==> config.mk <==
export PLATFORM = sky130hd
export DESIGN_NAME = bus_arbiter
export DESIGN_NICKNAME = d
export VERILOG_FILES = /design/src/rtl/bus_arbiter.sv
export SDC_FILE = /design/constraint.sdc
export NUM_CORES = 1
export LEC_CHECK = 0
export ABC_AREA = 1
export BUFFER_PORTS_ARGS = -buffer_cell sky130_fd_sc_hd__buf_2
export CORE_UTILIZATION = 50
export DETAILED_ROUTE_END_ITERATION = 12
export GPL_TIMING_DRIVEN = 0
export PLACE_DENSITY = 0.77
export SLEW_MARGIN = 10
export SYNTH_ARGS = -nofsm -noshare
export SYNTH_HDL_FRONTEND = slang
export SYNTH_SLANG_ARGS = --single-unit
export TNS_END_PERCENT = 20
==> constraint.sdc <==
create_clock -name clk -period 1.8 [get_ports clk]
set_input_delay 0.36 -clock clk [delete_from_list [all_inputs] [get_ports clk]]
set_output_delay 0.36 -clock clk [all_outputs]
set_load 0.01 [all_outputs]
==> src/rtl/bus_arbiter.sv <==
module bus_arbiter #(
  parameter int FRAME_BITS = 16,
  parameter int ARB_BITS   = 11
) (
  input  logic                          clk,
  input  logic                          rst_n,
  input  logic                          tx_req,
  input  logic                          bit_tick,
  input  logic                          tx_bit,
  input  logic                          bus_rx,
  input  logic                          bus_idle,
  output logic                          bus_drive,
  output logic [$clog2(FRAME_BITS)-1:0] bit_idx,
  output logic                          tx_busy,
  output logic                          arb_lost,
  output logic                          bus_err,
  output logic                          frame_done,
  output logic                          retry_req
);
  localparam int IW = $clog2(FRAME_BITS);
  localparam logic [IW-1:0] LAST = IW'(FRAME_BITS - 1);

  typedef enum logic [2:0] {S_IDLE, S_WAIT, S_SOF, S_ARB, S_TX, S_LOST} st_t;

  st_t st;
  logic [IW-1:0] idx;
  logic lost_q, err_q, done_q;

  wire data_slot = (st == S_ARB) || (st == S_TX);
  wire loss      = bit_tick && data_slot && tx_bit && !bus_rx;
  wire clash     = bit_tick && data_slot && !tx_bit && bus_rx;

  assign bus_drive  = (st == S_SOF) ? 1'b0 : (data_slot ? tx_bit : 1'b1);
  assign tx_busy    = (st == S_SOF) || data_slot;
  assign retry_req  = (st == S_LOST);
  assign bit_idx    = idx;
  assign arb_lost   = lost_q;
  assign bus_err    = err_q;
  assign frame_done = done_q;

  always_ff @(posedge clk or negedge rst_n) begin
    if (!rst_n) begin
      st     <= S_IDLE;
      idx    <= '0;
      lost_q <= 1'b0;
      err_q  <= 1'b0;
      done_q <= 1'b0;
    end else begin
      lost_q <= 1'b0;
      err_q  <= 1'b0;
      done_q <= 1'b0;
      case (st)
        S_IDLE, S_WAIT, S_LOST: begin
          if (!tx_req)                 st <= S_IDLE;
          else if (bit_tick && bus_idle) st <= S_SOF;
          else if (st == S_IDLE)       st <= S_WAIT;
        end
        S_SOF: if (bit_tick) begin
          st  <= S_ARB;
          idx <= '0;
        end
        S_ARB, S_TX: if (bit_tick) begin
          if (loss) begin
            st     <= S_LOST;
            lost_q <= 1'b1;
          end else if (clash) begin
            st    <= S_WAIT;
            err_q <= 1'b1;
          end else if (idx == LAST) begin
            st     <= S_IDLE;
            done_q <= 1'b1;
          end else begin
            idx <= idx + 1'b1;
            st  <= ((int'(idx) + 1) < ARB_BITS) ? S_ARB : S_TX;
          end
        end
        default: st <= S_IDLE;
      endcase
    end
  end

  a_r4_loss_releases: assert property (@(posedge clk) disable iff (!rst_n)
    (bit_tick && data_slot && tx_bit && !bus_rx) |=> (arb_lost && bus_drive && !tx_busy && retry_req));

  a_r5_err_not_loss: assert property (@(posedge clk) disable iff (!rst_n)
    (bit_tick && data_slot && !tx_bit && bus_rx) |=> (bus_err && !arb_lost && !tx_busy));

  a_r6_gate_idle: assert property (@(posedge clk) disable iff (!rst_n)
    (retry_req && !(bit_tick && bus_idle)) |=> !tx_busy);

  a_r2_sof_dominant: assert property (@(posedge clk) disable iff (!rst_n)
    $rose(tx_busy) |-> !bus_drive);

  a_r7_one_event: assert property (@(posedge clk) disable iff (!rst_n)
    $onehot0({arb_lost, bus_err, frame_done}));

  a_r7_done_ends: assert property (@(posedge clk) disable iff (!rst_n)
    frame_done |-> (!tx_busy && !retry_req));
endmodule

==> metrics.txt <==
status complete, no violations; syn avg cell area 6.99 um^2; pwr dens 1090 nW/um^2; Max Fclk a little under 600 MHz; Crit. End Element output port; initial antenna violation count 0; TritonCTS buffer count 3; H-Tree Depth 1; critical path required time ~1.4 ns; Worst VDD drop 0.727 mV; post-synth cell types 20; DIE AREA 1550 um^2; CTS tree done; fin crit share 0.932; worst skew pair latency 0.26 ns; Die Y 39.4 um; Hold Fails Final Rpt 0; commonest register cell after synthesis dfrtp_1; max cap viols 0; share of cells above drive strength 1 0.283; clock tree sinks 10; setup ws final around 0.12 ns; Yosys Warn Count 0; port bufs 16; setup_tns 0 ns; Cells after Synth 100; Global Route Usage Sum 0.205; HPWL Detailed 1120 um; post-route ant nets 0; Residual DRC 0; Hold WC Path Type in2reg; final net count 130; Async SR Flop Fraction 1.00; Synth Cell Area 699 um^2; Synth area leader dfrtp_1; Final setup viols 0; Least-Margin Pin Slew 0.394 ns; largest net degree at the start of global routing 11; kind of critical path reg2out; Mapped Nets 108; antenna fix cells 0; DP Worst Slack 0.251 ns; IO Pins 17; root buf cell clkbuf_4; Initial Utilization 0.538; Via Count 670; Die Wd 39.4 um; commonest non-fill, non-tap cell in the layout nand2_1; RSZ-0062 raised after global routing false; synth top area cells dfrtp_1 36%, nand2_1 20%, nand3_1 6.4%; crit path max fanout 6; post-placement cell count 131; Placeable Area 1300 um^2; leakage dissipation 0.000484 uW; GP Congestion 0.812; vias in the first global route 538; max-slew violations 0; Area growth syn-to-layout 19.5%; Routed WL 1360 um; DR iter-0 viols 13; row cnt 13; CTS Buffer Depth 2; FF+latch count, synth 10; DRT Pass-1 Iters 4; Layout Utilization 0.642; vias per cell between 4 and 5; WL per Instance a little over 10 um; Rel. slew slack 0.736; Post-synth EDFFs 0; first-pass GRT wire length approximately 2100 um; clock skew 0.00621 ns; Layout Cells excl Fill between 100 and 150; most frequent cells in the layout 37 x nand2_1, 16 x buf_2, 11 x inv_1; Yosys top cell area share 0.358; Critical Path AT 1.32 ns; Startpoint Class register; GRT Residual Overflow 0; clock transition at the registers of the reported paths approximately 0.060 ns; register area share after synthesis 0.358; fin crit period around 1.7 ns
==> worst paths after layout <==
| check | from | end | slack [ns] | cells after the start |
|---|---|---|---|---|
| setup / recovery | st[2]$_DFFE_PN0P_ | tx_busy | 0.12 | 6 |
| hold / removal | tx_bit | bus_err$_DFF_PN0_ | 0.42 | 4 |
| setup reg to reg | bit_idx[0]$_DFFE_PN0P_ | bit_idx[1]$_DFFE_PN0P_ | 0.24 | 9 |
| hold reg to reg | bit_idx[3]$_DFFE_PN0P_ | bit_idx[3]$_DFFE_PN0P_ | 0.56 | 2 |
| max in group asynchronous | rst_n | st[1]$_DFFE_PN0P_ | 1.12 | 2 |
| min in group asynchronous | rst_n | bit_idx[2]$_DFFE_PN0P_ | 0.49 | 2 |
==> layer usage <==
metal | track usage | routed length [um] | vias up
li1 | - | - | 352
met1 | 0.217 | 569 | 300
met2 | 0.369 | 716 | 16
met3 | 0.0852 | 65 | 2
met4 | 0.0517 | 8 | 0
met5 | 0 | 0 | -
==> critical path, stage by stage (launching register included) <==
cell and delay (ns):
dfrtp_1 0.42, inv_1 0.10, nand3_1 0.12, nand2_4 0.13
inv_2 0.08, nand2_4 0.08, buf_2 0.13
==> layout make-up <==
class                   instances  area (um^2)
clock buffers                   3         22.5
multi-input cells              74          394
flip-flops and latches         10          250
fillers                       125          465
repair buffers                 17         90.1
well taps                      15         18.8
inverters                      16         60.1
==> cells in the mapped netlist (3+ instances only) <==
cell	n
a21oi_1	4
nand3_1	9
nand2_4	3
inv_1	11
inv_2	5
dfrtp_1	10
nor2_1	9
nand2_1	37
==> registers in the layout, summed over array words and instances (netlist names) <==
register / cells
bus_err: 1
arb_lost: 1
bit_idx: 4
st: 3
frame_done: 1
==> cells by family (layout without fill, tap and decap cells) <==
| group | after synthesis | in the layout | synth area share |
|---|---|---|---|
| buffers and inverters | 16 | 36 | 0.0859 |
| adder cells (fa/ha/maj) | 1 | 1 | 0.0179 |
| AND/OR/NAND/NOR | 66 | 66 | 0.472 |
| flip-flops | 10 | 10 | 0.358 |
| AO/OA/AOI/OAI | 7 | 7 | 0.0662 |
==> power breakdown <==
| part | total (uW) | switching [uW] | internal, uW | leakage [uW] |
|---|---|---|---|---|
| sequential | 314 | 51.0 | 263 | 0.000136 |
| clock | 146 | 69.4 | 76.9 | 0.0000138 |
| combinational | 452 | 285 | 167 | 0.000335 |
==> through the flow <==
stage	hold WS, ns	power (uW)	cell area (um^2)
3_3_place_gp	0.223	754	798
4_1_cts	0.418	912	831
2_1_floorplan	0.0644	652	699
6_report	0.423	912	836
3_5_place_dp	0.228	765	798
5_1_grt	0.418	999	836
==> repair_timing <==
item,4_1_cts,5_1_grt
hold buffers,1,0
buffers inserted,0,0
gates resized for setup,0,1
endpoints found under the hold margin,10,0
setup endpoints to repair,0,1
Note: power is estimated with default switching activity, not from simulation.
